### config.mk
export PLATFORM = sky130hd
export DESIGN_NAME = pscpwm_leg
export DESIGN_NICKNAME = d
export VERILOG_FILES = /design/src/rtl/pscpwm_pkg.sv /design/src/rtl/pscpwm_phase_gen.sv /design/src/rtl/pscpwm_planner.sv /design/src/rtl/pscpwm_cell.sv /design/src/rtl/pscpwm_leg.sv
export SDC_FILE = /design/constraint.sdc
export NUM_CORES = 1
export LEC_CHECK = 0
export BUFFER_PORTS_ARGS = -buffer_cell sky130_fd_sc_hd__buf_2
export CAP_MARGIN = 5
export CORE_AREA = 10 10 133 135
export DETAILED_ROUTE_END_ITERATION = 6
export DIE_AREA = 0 0 143 145
export MAX_ROUTING_LAYER = met4
export PLACE_DENSITY = 0.65
export RECOVER_POWER = 100
export SLEW_MARGIN = 20
export SYNTH_ARGS = -nofsm -noshare
export SYNTH_HDL_FRONTEND = slang
export SYNTH_SLANG_ARGS = --single-unit
export TNS_END_PERCENT = 10
### constraint.sdc
create_clock -name clk -period 8.3 [get_ports clk]
set_input_delay 0.83 -clock clk [delete_from_list [all_inputs] [get_ports clk]]
set_output_delay 0.83 -clock clk [all_outputs]
set_load 0.02 [all_outputs]
### src/rtl/pscpwm_pkg.sv
package pscpwm_pkg;

    typedef enum logic [1:0] {
        DRV_OFF  = 2'd0,
        DRV_PWM  = 2'd1,
        DRV_HOLD = 2'd2
    } drv_mode_e;

    typedef struct packed {
        logic hi;
        logic lo;
    } gate_pair_t;

    // Bring a phase sum back into one carrier period (the sum is below two spans).
    function automatic int unsigned wrap_phase(int unsigned sum, int unsigned span);
        return (sum >= span) ? sum - span : sum;
    endfunction

    // Fold a phase position into a rising/falling triangle value.
    function automatic int unsigned fold_tri(int unsigned q, int unsigned peak, int unsigned span);
        return (q <= peak) ? q : span - q;
    endfunction

    // Priority: reset, stop, open fault > short hold > modulation.
    function automatic drv_mode_e pick_mode(logic rst, logic stop, logic any_open, logic shorted);
        if (rst || stop || any_open) return DRV_OFF;
        if (shorted)                 return DRV_HOLD;
        return DRV_PWM;
    endfunction

endpackage

### src/rtl/pscpwm_phase_gen.sv
module pscpwm_phase_gen #(
    parameter int CW   = 16,
    parameter int SPAN = 12500
) (
    input  logic          clk,
    input  logic          rst,
    output logic [CW-1:0] phase,
    output logic          at_valley
);
    localparam logic [CW-1:0] LAST = CW'(SPAN - 1);

    always_ff @(posedge clk) begin
        if (rst)                phase <= '0;
        else if (phase == LAST) phase <= '0;
        else                    phase <= phase + 1'b1;
    end

    assign at_valley = (phase == '0);
endmodule

### src/rtl/pscpwm_planner.sv
module pscpwm_planner #(
    parameter int N_CELLS = 3,
    parameter int CW      = 16,
    parameter int SPAN    = 12500,
    localparam int CNTW   = $clog2(N_CELLS + 1)
) (
    input  logic [N_CELLS-1:0]         healthy,
    output logic [CNTW-1:0]            cnt,
    output logic [CW-1:0]              step,
    output logic [N_CELLS-1:0][CW-1:0] off
);
    logic [CW-1:0] acc;

    always_comb begin
        cnt = '0;
        for (int k = 0; k < N_CELLS; k++)
            cnt = cnt + CNTW'(healthy[k]);
        // Constant divisions only: one per possible count.
        step = '0;
        for (int i = 1; i <= N_CELLS; i++)
            if (cnt == CNTW'(i)) step = CW'(SPAN / i);
        acc = '0;
        for (int k = 0; k < N_CELLS; k++) begin
            off[k] = acc;
            if (healthy[k]) acc = acc + step;
        end
    end
endmodule

### src/rtl/pscpwm_cell.sv
module pscpwm_cell
    import pscpwm_pkg::*;
#(
    parameter int CW   = 16,
    parameter int PEAK = 6250,
    localparam int SPAN = 2 * PEAK
) (
    input  logic [CW-1:0] phase,
    input  logic [CW-1:0] off,
    input  logic [CW-1:0] duty,
    input  drv_mode_e     mode,
    output gate_pair_t    gate
);
    int unsigned q;
    int unsigned carrier;

    always_comb begin
        q       = wrap_phase(32'(phase) + 32'(off), SPAN);
        carrier = fold_tri(q, PEAK, SPAN);
        unique case (mode)
            DRV_PWM: begin
                gate.hi = (32'(duty) >= carrier);
                gate.lo = ~gate.hi;
            end
            DRV_HOLD: begin
                gate.hi = 1'b1;
                gate.lo = 1'b0;
            end
            default: begin
                gate.hi = 1'b0;
                gate.lo = 1'b0;
            end
        endcase
    end
endmodule

### src/rtl/pscpwm_leg.sv
module pscpwm_leg
    import pscpwm_pkg::*;
#(
    parameter int N_CELLS = 3,
    parameter int CW      = 16,
    parameter int PEAK    = 6250,
    localparam int CNTW   = $clog2(N_CELLS + 1)
) (
    input  logic               clk,
    input  logic               rst,
    input  logic [CW-1:0]      duty,
    input  logic [N_CELLS-1:0] short_mask,
    input  logic [N_CELLS-1:0] open_mask,
    input  logic               stop,
    output logic [N_CELLS-1:0] gate_hi,
    output logic [N_CELLS-1:0] gate_lo,
    output logic [CNTW-1:0]    active_cnt,
    output logic [CW-1:0]      phase_step
);
    localparam int SPAN = 2 * PEAK;

    logic [CW-1:0]              phase;
    logic                       at_valley;
    logic [N_CELLS-1:0]         plan_healthy;
    logic [CNTW-1:0]            plan_cnt;
    logic [CW-1:0]              plan_step;
    logic [N_CELLS-1:0][CW-1:0] plan_off;
    logic [N_CELLS-1:0][CW-1:0] cfg_off;
    logic                       any_open;

    pscpwm_phase_gen #(.CW(CW), .SPAN(SPAN)) u_phase (
        .clk       (clk),
        .rst       (rst),
        .phase     (phase),
        .at_valley (at_valley)
    );

    assign plan_healthy = rst ? '1 : ~short_mask;

    pscpwm_planner #(.N_CELLS(N_CELLS), .CW(CW), .SPAN(SPAN)) u_plan (
        .healthy (plan_healthy),
        .cnt     (plan_cnt),
        .step    (plan_step),
        .off     (plan_off)
    );

    // Interleave changes are committed only at the master valley.
    always_ff @(posedge clk) begin
        if (rst || at_valley) begin
            active_cnt <= plan_cnt;
            phase_step <= plan_step;
            cfg_off    <= plan_off;
        end
    end

    assign any_open = |open_mask;

    for (genvar k = 0; k < N_CELLS; k++) begin : g_cell
        gate_pair_t pair;
        drv_mode_e  mode;
        assign mode = pick_mode(rst, stop, any_open, short_mask[k]);
        pscpwm_cell #(.CW(CW), .PEAK(PEAK)) u_cell (
            .phase (phase),
            .off   (cfg_off[k]),
            .duty  (duty),
            .mode  (mode),
            .gate  (pair)
        );
        assign gate_hi[k] = pair.hi;
        assign gate_lo[k] = pair.lo;
    end
endmodule

==> results.sh <==
export IMPL_status="completed"
export IMPL_final_core_utilization=0.534
export IMPL_synth_simple_area_share=0.253
export IMPL_syn_area_sq_um=7430
export IMPL_drt_met1_wl_mm=10.9
export IMPL_irDropWorstVdd_mv=0.138
export IMPL_max_freq_mhz=125
export IMPL_syn_instance_count=1011
export IMPL_grt_max_degree=22
export IMPL_ios=49
export IMPL_synth_compound_gate_area_share=0.301
export IMPL_dp_cells=1214
export IMPL_worst_r2r_endpoint="phase_step[12]"
export IMPL_cts_buffers=5
export IMPL_place_congestion=0.953
export IMPL_tritoncts="built"
export IMPL_num_vias=7668
export IMPL_track_usage=0.208
export IMPL_maxCapViolCount=0
export IMPL_pre_cts_slack_ps=197
export IMPL_routed_wl_mm=22.2
export IMPL_clkTransAtPathRegs_ps=50
export IMPL_crit_fanout=9
export IMPL_cp_end_kind="output port"
export IMPL_p_leak_nw=3.29
export IMPL_ys_ff_latch=35
export IMPL_drv_slew=0
export IMPL_firstDrtPassIters=5
export IMPL_p_int_w=0.000664
export IMPL_ys_flop_type="edfxtp_1"
export IMPL_clk_latency_ps=280
export IMPL_route_detailed_drc=0
export IMPL_synth_area_per_cell_sq_um=7.35
export IMPL_overflow=0
export IMPL_drive_above_1_share=0.104
export IMPL_netlist_cell_type_count=85
export IMPL_yosys_warnings=0
export IMPL_synth_edf_count=19
export IMPL_worst_slack_ps=330
export IMPL_cp_endpoint="gate_lo[2]"
export IMPL_route_met2_wl_mm=9.37
export IMPL_synth_xor_area_share=0.113
export IMPL_crit_top_cell="a21o_1"
export IMPL_synth_adder_area_share=0.144
export IMPL_stdcell_area_sq_um=8030
export IMPL_max_stage_delay_ps=640
export IMPL_met3_length_mm=1.56
export IMPL_slew_headroom=0.439
export IMPL_die_h_um=145
export IMPL_seqPwrFrac=0.172
export IMPL_sw_frac_of_total=0.464
export IMPL_cp_startpoint="cfg_off[33]"
export IMPL_ant_nets=0
export IMPL_min_period_over_period=0.960
export IMPL_place_area_sq_um=7770
export IMPL_area_delta_synth_final_pct=8.00
export IMPL_grt_pass1_vias=6773
export IMPL_drt_iter0_drc=797
export IMPL_coreArea_sq_um=15000
export IMPL_grt_pass1_wl_mm=35.4
export IMPL_worst_r2r_path_depth=5
export IMPL_setup_viol=0
export IMPL_row_count=45
export IMPL_cts_max_path_buffers=2
export IMPL_criticalPathCategory="flop to output port"
export IMPL_reg2reg_slack_ps=5450
export IMPL_dieArea_sq_um=20700
export IMPL_fin_nets=1146
export IMPL_hold_viol=0
export IMPL_seq_area_frac_synth=0.120
export IMPL_hold_class="flop to flop"
export IMPL_fin_cells=1227
export IMPL_cp_slowest_cell="fa_1"
export IMPL_antenna_found_initial=0
export IMPL_cts_hold_buf=0
export IMPL_wl_per_cell_um=18.1
export IMPL_p_comb_frac=0.681
export IMPL_cts_root_buf="clkbuf_16"
export IMPL_period_needed_ps=7970
export IMPL_worst_pin_slew_ps=835
export IMPL_dp_hpwl_mm=17.9
export IMPL_synth_top_family_by_area="compound AO/OA/AOI/OAI gates"
export IMPL_htreeDepth=2
export IMPL_die_width_um=143
export IMPL_clock_sinks=35
export IMPL_numPortBuffers=42
export IMPL_cp_arrival_ps=7140
export IMPL_synth_area_mux_share=0.0189
export IMPL_fin_skew_ps=5.45
export IMPL_critPathLaunchType="flop"
export IMPL_clkPwrFrac=0.146
export IMPL_async_reset_ff_frac=0
export IMPL_p_switching_w=0.000574
export IMPL_n_antenna_cell=0
export IMPL_start_util=0.494
export IMPL_p_per_area_nw_per_um2=154
export IMPL_top_layer_used="met4"
export IMPL_worstPathRequired_ps=7470
export IMPL_reg2reg_from="u_phase.phase[9]"
export IMPL_avgViaCountPerCell=6.25
[area by class of cell]
cell class / count / area [sq um]
fillers: 1514 / 7010
inverters: 29 / 109
clock inverters: 3 / 20.0
well taps: 188 / 235
flip-flops and latches: 35 / 895
clock buffers: 5 / 125
repair buffers: 66 / 368
multi-input cells: 901 / 6270
[state kept, by name (all words and copies together) (netlist names)]
name / flops
u_phase.phase: 16
cfg_off: 14
phase_step: 5
[layer usage]
layer | vias to the layer above | track usage
li1 | 3826 | -
met1 | 3516 | 0.308
met2 | 304 | 0.299
met4 | 0 | 0.0397
met5 | - | -
met3 | 22 | 0.0179
[synthesized netlist by cell type, drive strengths merged (14+ instances only)]
| cell type | instances | area, sq um |
|---|---|---|
| nor2 | 104 | 390 |
| o21ai | 83 | 419 |
| nand2 | 81 | 304 |
| ha | 79 | 988 |
| xnor2 | 60 | 526 |
| a21oi | 59 | 303 |
| nor3 | 36 | 190 |
| xor2 | 36 | 315 |
| nand3 | 34 | 175 |
| a21o | 33 | 248 |
| inv | 29 | 109 |
| buf | 28 | 178 |
| a211oi | 26 | 210 |
| clkbuf | 23 | 86.3 |
| edfxtp | 19 | 571 |
| and3 | 17 | 106 |
| dfxtp | 16 | 320 |
| nand4 | 16 | 100 |
| and2 | 15 | 93.8 |
| o211ai | 15 | 113 |
| a31oi | 14 | 87.6 |
| nor2b | 14 | 87.6 |
[logic make-up after synthesis]
logic type,count (synthesis)
AOI/OAI and AO/OA,325
xor gates and xnor gates,96
DFF,35
other,1
adders and majority gates,83
buffers and inverters,80
and+or+nand+nor,379
muxes,12
[critical path, delay by kind of cell, from the launching register on]
kind	cells	cell delay [ps]
fa+ha+maj	5	1640
flops	1	370
simple gates	6	990
compound gates	17	3350
buf+inv	3	490
[cell usage in the layout (no fill, tap or decap), drive strengths merged, types with 33 or more instances in the layout]
master  instances
xnor2          60
a21oi          59
nor3           36
nand2          81
nor2          104
nand3          34
buf            50
ha             79
a21o           33
o21ai          83
xor2           36
[what timing repair did]
action,CTS,global route
cloned,0,0
endpoints found under the setup margin,2,4
gates resized for setup,1,20
buffers inserted,0,5
pin swaps,1,7
[worst min-delay path by stage]
stage | startpoint | to | slack (ps) | depth (start not counted)
floorplan | u_phase.phase[13] | u_phase.phase[13] | 580 | 2
global placement | u_phase.phase[0] | u_phase.phase[0] | 570 | 1
detailed placement | u_phase.phase[0] | u_phase.phase[0] | 590 | 1
CTS | u_phase.phase[0] | u_phase.phase[0] | 600 | 1
global route | u_phase.phase[0] | u_phase.phase[0] | 640 | 1
finish | u_phase.phase[0] | u_phase.phase[0] | 600 | 1
[stage by stage]
step | hold slack, ps | TNS, ps | power (W)
2_1_floorplan | 582 | 0 | 0.000855
3_3_place_gp | 575 | 0 | 0.00102
3_5_place_dp | 585 | 0 | 0.00102
4_1_cts | 598 | 0 | 0.00121
5_1_grt | 641 | -35.6 | 0.00135
6_report | 600 | 0 | 0.00124
[power groups by stage]
stage / combinational [W] / sequential (W) / clock, W
after global placement: 0.000809 / 0.000216 / 0
after floorplan: 0.000640 / 0.000215 / 0
after CTS: 0.000816 / 0.000213 / 0.000184
final: 0.000844 / 0.000214 / 0.000181
after detailed placement: 0.000808 / 0.000216 / 0
after global routing: 0.000942 / 0.000215 / 0.000190
Power figures use the tool's default switching activity.
